==> config.mk <==
export PLATFORM = sky130hd
export DESIGN_NAME = sbox2_pipe
export DESIGN_NICKNAME = d
export VERILOG_FILES = /design/src/rtl/sbox2_pkg.sv /design/src/rtl/sbox2_lin_in.sv /design/src/rtl/sbox2_g_first.sv /design/src/rtl/sbox2_g_second.sv /design/src/rtl/sbox2_lin_out.sv /design/src/rtl/sbox2_pipe.sv
export SDC_FILE = /design/constraint.sdc
export NUM_CORES = 1
export LEC_CHECK = 0
export BUFFER_PORTS_ARGS = -buffer_cell sky130_fd_sc_hd__buf_2
export CORE_MARGIN = 10
export CORE_UTILIZATION = 54
export CTS_BUF_LIST = sky130_fd_sc_hd__clkbuf_2 sky130_fd_sc_hd__clkbuf_4 sky130_fd_sc_hd__clkbuf_8
export DETAILED_ROUTE_END_ITERATION = 12
export HOLD_SLACK_MARGIN = 0.06
export PLACE_DENSITY_LB_ADDON = 0.1
export SETUP_SLACK_MARGIN = 0.05
export SLEW_MARGIN = 0
export SYNTH_ARGS = -nofsm -noshare
export SYNTH_HDL_FRONTEND = slang
export SYNTH_SLANG_ARGS = --single-unit
==> constraint.sdc <==
create_clock -name clk -period 1.1 [get_ports clk]
set_input_delay 0.055 -clock clk [delete_from_list [all_inputs] [get_ports clk]]
set_output_delay 0.055 -clock clk [all_outputs]
set_load 0.05 [all_outputs]
==> src/rtl/sbox2_pkg.sv <==
package sbox2_pkg;

    localparam int NIB_W    = 4;
    localparam int N_SHARES = 2;

    // constants added before the first and after the last G pass
    localparam logic [NIB_W-1:0] SBOX_C = 4'b0001;
    localparam logic [NIB_W-1:0] SBOX_D = 4'b0101;

    typedef logic [NIB_W-1:0]               nib_t;
    typedef logic [N_SHARES-1:0][NIB_W-1:0] share_t;

    // stage after a same-share half: partial result plus the G inputs
    typedef struct packed {
        logic   vld;
        share_t part;
        share_t inp;
    } half_t;

    // stage holding a complete shared nibble
    typedef struct packed {
        logic   vld;
        share_t val;
    } full_t;

    typedef struct packed {
        half_t s1;
        full_t s2;
        half_t s3;
        full_t s4;
    } pipe_t;

    // bit order of a nibble: [3]=x, [2]=y, [1]=z, [0]=w
    function automatic nib_t mat_b(input nib_t i);
        nib_t o;
        o[3] = i[3] ^ i[2];
        o[2] = i[2] ^ i[1];
        o[1] = i[1];
        o[0] = i[2] ^ i[0];
        return o;
    endfunction

    function automatic nib_t mat_a(input nib_t i);
        nib_t o;
        o[3] = i[3] ^ i[1];
        o[2] = i[2];
        o[1] = i[3];
        o[0] = i[3] ^ i[1] ^ i[0];
        return o;
    endfunction

    // quadratic terms formed from one share only
    function automatic nib_t g_same(input nib_t v);
        nib_t o;
        o[3] = v[3] ^ (v[2] & v[1]) ^ (v[2] & v[0]);
        o[2] = v[0] ^ (v[3] & v[2]);
        o[1] = v[2];
        o[0] = v[1] ^ (v[2] & v[0]);
        return o;
    endfunction

    // mixed terms: own y with the other share's x, z, w
    function automatic nib_t g_cross(input nib_t own, input nib_t oth);
        nib_t o;
        o[3] = (own[2] & oth[1]) ^ (own[2] & oth[0]);
        o[2] = oth[3] & own[2];
        o[1] = 1'b0;
        o[0] = own[2] & oth[0];
        return o;
    endfunction

endpackage

==> src/rtl/sbox2_lin_in.sv <==
module sbox2_lin_in
    import sbox2_pkg::*;
#(
    parameter nib_t K0 = 4'h0,
    parameter nib_t K1 = 4'h1
) (
    input  share_t x_i,
    output share_t y_o
);
    localparam share_t KEYS = {K1, K0};

    for (genvar k = 0; k < N_SHARES; k++) begin : g_share
        assign y_o[k] = mat_b(x_i[k]) ^ KEYS[k];
    end
endmodule

==> src/rtl/sbox2_g_first.sv <==
module sbox2_g_first
    import sbox2_pkg::*;
(
    input  share_t v_i,
    output share_t h_o
);
    for (genvar k = 0; k < N_SHARES; k++) begin : g_share
        assign h_o[k] = g_same(v_i[k]);
    end
endmodule

==> src/rtl/sbox2_g_second.sv <==
module sbox2_g_second
    import sbox2_pkg::*;
(
    input  share_t v_i,
    input  share_t h_i,
    output share_t g_o
);
    for (genvar k = 0; k < N_SHARES; k++) begin : g_share
        localparam int OTHER = N_SHARES - 1 - k;
        assign g_o[k] = h_i[k] ^ g_cross(v_i[k], v_i[OTHER]);
    end
endmodule

==> src/rtl/sbox2_lin_out.sv <==
module sbox2_lin_out
    import sbox2_pkg::*;
#(
    parameter nib_t K0 = 4'h0,
    parameter nib_t K1 = 4'h5
) (
    input  share_t x_i,
    output share_t y_o
);
    localparam share_t KEYS = {K1, K0};

    for (genvar k = 0; k < N_SHARES; k++) begin : g_share
        assign y_o[k] = mat_a(x_i[k]) ^ KEYS[k];
    end
endmodule

==> src/rtl/sbox2_pipe.sv <==
module sbox2_pipe
    import sbox2_pkg::*;
#(
    parameter logic [3:0] C_SPLIT0 = 4'h9,
    parameter logic [3:0] D_SPLIT0 = 4'h6
) (
    input  logic       clk,
    input  logic       rst,
    input  logic       in_valid,
    input  logic [3:0] in_sh0,
    input  logic [3:0] in_sh1,
    output logic       out_valid,
    output logic [3:0] out_sh0,
    output logic [3:0] out_sh1
);
    localparam nib_t C_SPLIT1 = SBOX_C ^ C_SPLIT0;
    localparam nib_t D_SPLIT1 = SBOX_D ^ D_SPLIT0;

    pipe_t  pipe_d, pipe_q;
    share_t bx, h1, g1, h2, g2, ay;

    // pass 1, same-share half, fed from the input affine map
    sbox2_lin_in #(.K0(C_SPLIT0), .K1(C_SPLIT1)) u_lin_in (
        .x_i ({in_sh1, in_sh0}),
        .y_o (bx)
    );
    sbox2_g_first u_g1_first (
        .v_i (bx),
        .h_o (h1)
    );

    // pass 1, cross-share half
    sbox2_g_second u_g1_second (
        .v_i (pipe_q.s1.inp),
        .h_i (pipe_q.s1.part),
        .g_o (g1)
    );

    // pass 2, same-share half
    sbox2_g_first u_g2_first (
        .v_i (pipe_q.s2.val),
        .h_o (h2)
    );

    // pass 2, cross-share half merged with the output affine map
    sbox2_g_second u_g2_second (
        .v_i (pipe_q.s3.inp),
        .h_i (pipe_q.s3.part),
        .g_o (g2)
    );
    sbox2_lin_out #(.K0(D_SPLIT0), .K1(D_SPLIT1)) u_lin_out (
        .x_i (g2),
        .y_o (ay)
    );

    always_comb begin
        pipe_d         = pipe_q;
        pipe_d.s1.vld  = in_valid;
        pipe_d.s1.part = h1;
        pipe_d.s1.inp  = bx;
        pipe_d.s2.vld  = pipe_q.s1.vld;
        pipe_d.s2.val  = g1;
        pipe_d.s3.vld  = pipe_q.s2.vld;
        pipe_d.s3.part = h2;
        pipe_d.s3.inp  = pipe_q.s2.val;
        pipe_d.s4.vld  = pipe_q.s3.vld;
        pipe_d.s4.val  = ay;
    end

    always_ff @(posedge clk) begin
        if (rst) begin
            pipe_q <= '0;
        end else begin
            pipe_q <= pipe_d;
        end
    end

    assign out_valid = pipe_q.s4.vld;
    assign out_sh0   = pipe_q.s4.val[0];
    assign out_sh1   = pipe_q.s4.val[1];

endmodule

==> results of run 1 <==
-- report_power, final --
part	internal [mW]	switching [mW]
combinational	0.217	0.255
sequential	1.86	0.0630
clock	0.366	0.477
-- per-layer routing --
metal | GRT usage, % | up-vias | routed length, µm
li1 | - | 636 | -
met1 | 7.868 | 555 | 1056
met2 | 18.26 | 24 | 1439
met3 | 5.239 | 2 | 175
met4 | 3.763 | 0 | 18
met5 | 0 | - | 0
-- what timing repair did --
action / in CTS / in global routing
resized for setup: 0 / 4
endpoints found under the hold margin: 11 / 0
hold buffers: 7 / 0
buffers inserted: 0 / 1
endpoints found under the setup margin: 0 / 4
-- path summary, 6_finish.rpt --
| path | cells after the start | slack (ns) | start | endpoint |
|---|---|---|---|---|
| hold reg to reg | 1 | 0.45 | pipe_d[8]$_SDFF_PP0_ | out_valid$_SDFF_PP0_ |
| setup / recovery | 5 | 0.03 | in_sh1[3] | pipe_q[49]$_SDFF_PP0_ |
| hold / removal | 3 | 0.09 | in_sh0[1] | pipe_q[36]$_SDFF_PP0_ |
| setup reg to reg | 3 | 0.09 | pipe_d[10]$_SDFF_PP0_ | pipe_q[20]$_SDFF_PP0_ |
-- per-stage QoR --
step,instances,worst slack (ns),power [mW],area (µm²),utilization [%]
after detailed placement,249,-0.09374,2.416,1978,59.75
after CTS,264,0.06334,3.293,2115,63.87
final,265,0.03340,3.237,2128,64.29
after global placement,249,-0.03632,2.396,1978,59.75
after floorplan,188,0.06014,2.317,1847,-
after global routing,265,0.05014,3.430,2128,64.29
-- synth_stat cells --
master / n / area (µm²)
or2_2: 3 / 18.77
a21oi_1: 5 / 25.02
a21o_1: 1 / 7.510
inv_1: 5 / 18.77
buf_4: 10 / 75.07
maj3_1: 1 / 10.01
nand2b_1: 4 / 25.02
o21ai_0: 3 / 15.01
nand2_1: 16 / 60.06
or3_1: 1 / 6.260
ha_1: 2 / 25.02
buf_2: 2 / 10.01
xnor2_1: 7 / 61.31
nand3_1: 1 / 5.000
nor2b_1: 19 / 118.9
mux2_2: 2 / 22.52
nor2b_2: 1 / 8.760
nor3b_1: 1 / 7.510
xor2_1: 20 / 175.2
clkbuf_1: 1 / 3.750
nor2_1: 27 / 101.4
mux2i_1: 5 / 50.05
dfxtp_1: 48 / 960.9
a31o_2: 2 / 17.52
nor3_1: 1 / 5.000
-- cell type report --
cell class                 count  share of cell area (%)
tap                           46                   2.704
inverter                       5                  0.8818
clock buffer                   8                   3.116
timing repair buffer          36                   11.41
multi-input combinational    122                   36.57
sequential                    48                   45.33
-- registers in the layout, indices dropped and copies added (netlist names) --
name,flops
pipe_d,11
pipe_q,28
out_sh1,4
out_sh0,4
out_valid,1
-- worst max-delay path: stages --
cell,delay [ns]
dlygate4sd3_1,0.53
buf_2,0.15
or2_2,0.31
a21o_1,0.18
a21oi_1,0.12
-- logic make-up after synthesis --
logic type | count (synthesis)
mux | 7
buf+inv | 18
flops | 48
compound gates | 11
xor+xnor | 27
fa+ha+maj | 3
simple gates | 74
==> results.py, run 1 <==
metrics = {
    "timing": {
        "hold_viol": 0,
        "finalClockSkew_ns": 0.001879,
        "rsz0062_at_grt": "false",
        "fin_crit_ns": 1.067,
        "max_clock_freq_ghz": 0.9376,
        "worst-slew-pin-transition_ns": 0.4346,
        "slew_headroom_pct": 71.03,
        "worst_hold_slack_ns": 0.08573,
        "setup_violations": 0,
        "finalMaxSlewViolations": 0,
        "tns_ns": 0,
        "timing.final.crit_share_pct": 96.96,
    },
    "worst_setup_path": {
        "cp-end-kind": "flip-flop",
        "critPathKind": "primary input to flip-flop",
        "crit_required_ns": 1.38,
        "startpoint_type": "primary input",
        "cp.arrival_ns": 1.35,
        "path_max_fanout": 3,
    },
    "final_layout": {
        "ff_latch_area_um2": 964.7,
        "final_cell_mix": "dfxtp_1 (45), nor2_1 (27), xor2_1 (20)",
        "insertedDiodeCount": 0,
        "nets": 231,
        "num-fill-cells": 308,
        "layout-drive-gt1-share_pct": 22.37,
        "area_delta_synth_final_pct": 16.03,
        "multiInputGateArea_um2": 778.2,
        "layout_commonest_cell": "dfxtp_1",
    },
    "global_routing": {
        "grtUsageTotal_pct": 9.533,
        "grt_pass1_wl_mm": 4.740,
        "overflow": 0,
        "grt_pass1_vias": 1231,
        "grt_max_degree": 28,
        "antenna_found_initial": 0,
    },
    "logic_synthesis": {
        "synth_top_family_by_area": "simple AND/OR/NAND/NOR gates",
        "synth-compound-area-share_pct": 3.547,
        "synthSimpleGateAreaFrac_pct": 19.44,
        "synthCells": 188,
        "ys_seq_elements": 48,
        "yosys.area_share.adder_pct": 1.910,
        "syn_avg_cell_area_um2": 9.757,
        "synth_mux_area_share_pct": 3.956,
        "syn-cell-area_um2": 1834,
        "synth_fp_nets": 201,
        "synth_xor_area_share_pct": 12.89,
        "yosysUniqueCellTypes": 25,
        "yosysWarnings": 0,
        "ys_seq_area_share_pct": 52.39,
    },
    "routing": {
        "drt_pass1_iterations": 4,
        "ant_nets": 0,
        "wirelength_mm": 2.690,
        "vias_per_cell": 4.592,
        "first_iter_violations": 51,
        "drc": 0,
        "vias": 1217,
        "wire_per_inst_um": 10.15,
    },
    "cts": {
        "cts_tree": "yes",
        "clk_path_buf_depth": 2,
        "cts_max_level": 2,
        "clk_pin_slew_ns": 0.12,
        "numCtsBuffers": 5,
        "clk_latency_ns": 0.34,
        "cts_sinks": 48,
        "cts_root_buffer": "clkbuf_4",
    },
    "floorplan": {
        "die_w_um": 78.28,
        "die_h_um": 78.28,
        "io_pins": 20,
        "initial_core_util_pct": 55.40,
        "dieArea_um2": 6128,
        "core_area_um2": 3311,
        "num_rows": 21,
    },
    "run": {
        "drv_cap": 0,
    },
    "placement": {
        "hpwl_mm": 2.050,
        "gp_congestion": 0.7135,
        "portBuffers": 19,
    },
    "pwr": {
        "vdd_drop_max_mv": 0.7852,
        "power_density_nw_per_um2": 1521,
        "p_leak_nw": 0.9498,
    },
    "outcome": {
        "outcome": "finished, final reports clean",
    },
    "hold_path": {
        "hold_path.class": "primary input to flip-flop",
    },
}
Power figures use the tool's default switching activity.
==> inputs of run 2 (changes only) <==
- clock period: 1.1 -> 0.9 ns (I/O delays scaled with it)
==> run 2 against run 1 <==
Against the previous run: the run now ends with negative setup slack left; clock power grew 18%; non-clock buffer count up 11; sequential share of layout area decreased by 4.6 points; sequential power increased by 24%; die area unchanged; register-to-register slack got worse by 0.16 ns; final cell count grew 4.2%; first-iteration DRC count shrank 7.8%; sequential cell count unchanged; utilization grew 9.4 points; clock-buffer cell count shrank 2; hold slack worse by 0.022 ns; critical path type is now flip-flop to flip-flop.
==> results.py, run 2 (synthesized netlist as in run 1, its figures left out) <==
metrics = {
    "outcome": {
        "outcome": "finished, violations left",
        "violations": "negative setup slack",
    },
    "final_layout": {
        "largest_register_ffs": 28,
        "layout_commonest_cell": "dfxtp_2",
        "multiInputGateArea_um2": 874.6,
        "layout-drive-gt1-share_pct": 39.57,
        "largest-register": "pipe_q",
        "insertedDiodeCount": 0,
        "finish.utilization_pct": 73.66,
        "nets": 242,
        "fin_cells": 276,
        "ff_latch_area_um2": 993.5,
        "area_delta_synth_final_pct": 32.95,
        "num-fill-cells": 251,
        "final_area_um2": 2439,
        "final_cell_mix": "dfxtp_2 (26), nor2_1 (25), dfxtp_1 (22)",
    },
    "routing": {
        "wirelength_mm": 2.989,
        "drt_pass1_iterations": 6,
        "drc": 0,
        "ant_nets": 0,
        "first_iter_violations": 47,
        "wire_per_inst_um": 10.83,
        "vias": 1251,
        "vias_per_cell": 4.533,
    },
    "cts": {
        "clk_latency_ns": 0.35,
        "cts_max_level": 2,
        "numCtsBuffers": 5,
        "cts_tree": "yes",
        "clk_pin_slew_ns": 0.12,
        "cts_sinks": 48,
        "cts_root_buffer": "clkbuf_4",
        "clk_path_buf_depth": 2,
    },
    "timing": {
        "rsz0062_at_grt": "true",
        "max_clock_freq_ghz": 1.030,
        "hold_viol": 0,
        "finalMaxSlewViolations": 0,
        "slew_headroom_pct": 79.52,
        "worst-slew-pin-transition_ns": 0.3072,
        "timing.final.crit_share_pct": 107.9,
        "finalClockSkew_ns": 0.004582,
        "fin_crit_ns": 0.9709,
        "tns_ns": -0.1887,
        "setup_ws_ns": -0.07088,
        "setup_violations": 4,
    },
    "worst_setup_path": {
        "startpoint_type": "flip-flop",
        "crit_required_ns": 1.15,
        "r2r_cells": 3,
        "reg2reg_slack_ns": -0.07,
        "cp-end-kind": "flip-flop",
        "critPathKind": "flip-flop to flip-flop",
        "cp.arrival_ns": 1.22,
        "reg2reg_from": "pipe_d[10]$_SDFF_PP0_",
        "reg2reg_to": "pipe_q[20]$_SDFF_PP0_",
        "path_max_fanout": 2,
    },
    "global_routing": {
        "grtUsageTotal_pct": 10.76,
        "grt_pass1_wl_mm": 5.326,
        "antenna_found_initial": 0,
        "grt_max_degree": 20,
        "overflow": 0,
        "grt_pass1_vias": 1370,
    },
    "pwr": {
        "p_leak_nw": 1.064,
        "p_clk_share_pct": 24.2,
        "seq_power_share_pct": 58.0,
        "p_sw_share_pct": 25.85,
        "power_density_nw_per_um2": 1687,
        "p_int_mw": 3.050,
        "p_comb_share_pct": 17.9,
        "vdd_drop_max_mv": 1.108,
        "p_sw_mw": 1.063,
    },
    "placement": {
        "portBuffers": 19,
        "dpl_cell_area_um2": 2051,
        "hpwl_mm": 2.163,
        "dp.cells": 254,
        "gp_congestion": 0.6761,
    },
    "hold_path": {
        "hold_path.class": "primary input to flip-flop",
        "hold_path_depth": 4,
        "holdPathEnd": "pipe_q[46]$_SDFF_PP0_",
        "hold_path.startpoint": "in_sh0[3]",
    },
    "floorplan": {
        "initial_core_util_pct": 55.40,
        "die_w_um": 78.28,
        "core_area_um2": 3311,
        "io_pins": 20,
        "dieArea_um2": 6128,
        "die_h_um": 78.28,
        "num_rows": 21,
    },
    "run": {
        "drv_cap": 0,
    },
}
[run 2: cell types whose count changed in the layout (fill, tap and decap cells not counted), sizes merged]
cell          change
dlygate4sd3       +6
buf               +5
clkbuf            -3
clkinv            +2
dlymetal6s4s      +1
[run 2: stage by stage]
| step | setup WS, ns | hold slack (ns) | power, mW |
|---|---|---|---|
| CTS | -0.07889 | 0.05966 | 4.137 |
| global route | -0.1276 | 0.08366 | 4.320 |
| finish | -0.07088 | 0.06375 | 4.113 |
| global placement | -0.1657 | 0.2592 | 2.971 |
| detailed placement | -0.2154 | 0.2913 | 2.997 |
| floorplan | -0.03875 | 0.1277 | 2.853 |
[run 2: metal layers]
metal | global-route usage (%) | share of wire [%]
met5 | 0 | 0
met4 | 5.376 | 2.0
met3 | 4.897 | 5.2
met2 | 20.31 | 52
met1 | 9.287 | 41
[run 2: repair_timing]
item	in CTS	in global routing
resized for setup	44	18
hold endpoints to repair	16	0
buffers inserted	0	0
hold buffers	14	0
pin swaps	5	6
setup endpoints to repair	20	24
[run 2: how the worst max path moves through the flow]
stage                          startpoint  slack, ns               endpoint  cells past startpoint
detailed placement              in_sh0[2]      -0.22  pipe_q[46]$_SDFF_PP0_                      6
global placement                in_sh0[1]      -0.17  pipe_q[46]$_SDFF_PP0_                      5
global route         pipe_d[9]$_SDFF_PP0_      -0.13  pipe_q[20]$_SDFF_PP0_                      3
finish              pipe_d[10]$_SDFF_PP0_      -0.07  pipe_q[20]$_SDFF_PP0_                      3
floorplan            pipe_d[9]$_SDFF_PP0_      -0.04  pipe_q[20]$_SDFF_PP0_                      3
CTS                 pipe_d[10]$_SDFF_PP0_      -0.08  pipe_q[20]$_SDFF_PP0_                      3
[run 2: final cells by class]
type / instances / area share, %
Inverter: 5 / 0.7696
Clock inverter: 2 / 0.4105
Clock buffer: 6 / 2.104
Sequential cell: 48 / 40.74
Timing Repair Buffer: 47 / 17.75
Tap cell: 46 / 2.360
Multi-Input combinational cell: 122 / 35.86
[run 2: power by group through the flow]
| stage | registers [mW] | logic, mW | clock network, mW |
|---|---|---|---|
| 6_report | 2.38 | 0.734 | 0.995 |
| 5_1_grt | 2.40 | 0.803 | 1.11 |
| 4_1_cts | 2.37 | 0.720 | 1.04 |
| 3_5_place_dp | 2.40 | 0.600 | 0 |
| 3_3_place_gp | 2.40 | 0.576 | 0 |
| 2_1_floorplan | 2.39 | 0.466 | 0 |
[run 2: critical path, cell delays in order (launching register included)]
cell,delay [ns]
dfxtp_2,0.35
xor2_1,0.14
nand2_1,0.08
mux2_4,0.30
==> inputs of run 3 (changes only) <==
- CORE_UTILIZATION: 54 -> 64
- clock period: 0.9 -> 1.2 ns (I/O delays scaled with it)
==> run 3 against run 2 <==
Against the previous run: the flow now finishes without violations; largest power group unchanged; first-iteration DRC count decreased by 19%; utilization up 1.9 points; routed wire length is 4.0% lower; critical path type is now primary input to flip-flop; final cell count is 9.8% lower; die area is 12% lower; global-route usage increased by 0.98 points; via count is 2.3% lower; clock-buffer cell count increased by 2; hold slack improved by 0.017 ns; sequential power is 26% lower.
==> results.py, run 3 (synthesized netlist as in run 1, its figures left out) <==
metrics = {
    "routing": {
        "ant_nets": 0,
        "vias_per_cell": 4.908,
        "drt_pass1_iterations": 4,
        "vias": 1222,
        "first_iter_violations": 38,
        "drc": 0,
        "wire_per_inst_um": 11.52,
        "wirelength_mm": 2.868,
    },
    "cts": {
        "cts_setup_buffers": 0,
        "cts_tree": "yes",
        "cts-resized-gates": 0,
        "cts_sinks": 48,
        "clk_path_buf_depth": 2,
        "ctsHoldBuffers": 7,
        "clk_pin_slew_ns": 0.12,
        "cts_max_level": 2,
        "clk_latency_ns": 0.34,
        "cts_root_buffer": "clkbuf_4",
        "numCtsBuffers": 5,
    },
    "worst_setup_path": {
        "cp-end-kind": "flip-flop",
        "worstSetupStartpoint": "in_sh0[3]",
        "r2r_cells": 3,
        "reg2reg_from": "pipe_d[14]$_SDFF_PP0_",
        "startpoint_type": "primary input",
        "cp.arrival_ns": 1.36,
        "critPathKind": "primary input to flip-flop",
        "crit_required_ns": 1.48,
        "path_max_fanout": 3,
    },
    "timing": {
        "worst_hold_slack_ns": 0.08038,
        "worst-slew-pin-transition_ns": 0.4429,
        "setup_violations": 0,
        "fin_crit_ns": 1.081,
        "slew_headroom_pct": 70.47,
        "max_clock_freq_ghz": 0.9252,
        "finalMaxSlewViolations": 0,
        "rsz0062_at_grt": "false",
        "timing.final.crit_share_pct": 90.07,
        "hold_viol": 0,
        "setup_ws_ns": 0.1191,
        "finalClockSkew_ns": 0.006315,
    },
    "global_routing": {
        "grt_pass1_wl_mm": 4.961,
        "grt_pass1_vias": 1233,
        "overflow": 0,
        "grt_max_degree": 30,
        "antenna_found_initial": 0,
        "grtUsageTotal_pct": 11.73,
    },
    "final_layout": {
        "layout-drive-gt1-share_pct": 20.18,
        "layout_commonest_cell": "dfxtp_1",
        "final_cell_mix": "dfxtp_1 (48), nor2_1 (27), xor2_1 (20)",
        "largest_register_ffs": 28,
        "area_delta_synth_final_pct": 13.57,
        "insertedDiodeCount": 0,
        "finish.utilization_pct": 75.54,
        "largest-register": "pipe_q",
        "num-fill-cells": 202,
        "nets": 230,
    },
    "pwr": {
        "p_leak_nw": 0.9429,
        "vdd_drop_max_mv": 1.376,
        "design_power_total_mw": 2.978,
        "power_density_nw_per_um2": 1429,
    },
    "hold_path": {
        "hold_path.startpoint": "in_sh1[2]",
        "hold_path.class": "primary input to flip-flop",
        "hold_path_depth": 4,
    },
    "placement": {
        "gp_congestion": 0.6980,
        "portBuffers": 19,
        "dp_slack_ns": -0.02174,
        "hpwl_mm": 2.153,
    },
    "outcome": {
        "outcome": "finished, final reports clean",
    },
    "floorplan": {
        "num_rows": 19,
        "die_h_um": 73.54,
        "dieArea_um2": 5407,
        "initial_core_util_pct": 66.52,
        "io_pins": 20,
        "die_w_um": 73.54,
        "core_area_um2": 2758,
    },
    "run": {
        "drv_cap": 0,
    },
}
run 3: stage by stage:
| step | instance area, µm² | cells | setup TNS, ns |
|---|---|---|---|
| 2_1_floorplan | 1834 | 188 | 0 |
| 3_3_place_gp | 1947 | 234 | 0 |
| 6_report | 2083 | 249 | 0 |
| 4_1_cts | 2083 | 249 | 0 |
| 5_1_grt | 2083 | 249 | 0 |
| 3_5_place_dp | 1947 | 234 | -0.02551 |
run 3: per-layer routing:
layer / routed length, µm / vias up / GRT usage (%)
met1: 1044 / 556 / 9.200
met5: 0 / - / 0
met2: 1586 / 28 / 23.01
li1: - / 636 / -
met4: 14 / 0 / 4.969
met3: 222 / 2 / 5.922
run 3: critical path, cell delays in order:
cell,delay [ns]
dlygate4sd3_1,0.53
buf_2,0.15
xnor2_1,0.14
or3_1,0.35
a21oi_1,0.14
run 3: report_power, final:
group | internal [mW] | switching [mW] | total, mW
Clock | 0.335 | 0.451 | 0.786
Combinational | 0.192 | 0.237 | 0.429
Sequential | 1.70 | 0.0593 | 1.76
Total | 2.23 | 0.747 | 2.98
run 3: area by class of cell:
| class | instances | area (µm²) | share of cell area, % |
|---|---|---|---|
| tap | 31 | 38.79 | 1.862 |
| inverter | 5 | 18.77 | 0.9009 |
| clock buffer | 8 | 66.31 | 3.183 |
| sequential | 48 | 960.9 | 46.13 |
| multi-input combinational | 122 | 765.7 | 36.76 |
| timing repair buffer | 35 | 232.7 | 11.17 |
run 3: worst paths after layout:
check                          endpoint  slack (ns)
hold / removal    pipe_q[42]$_SDFF_PP0_        0.08
hold reg to reg   pipe_d[25]$_SDFF_PP0_        0.45
setup / recovery  pipe_q[46]$_SDFF_PP0_        0.12
setup reg to reg  pipe_q[24]$_SDFF_PP0_        0.15
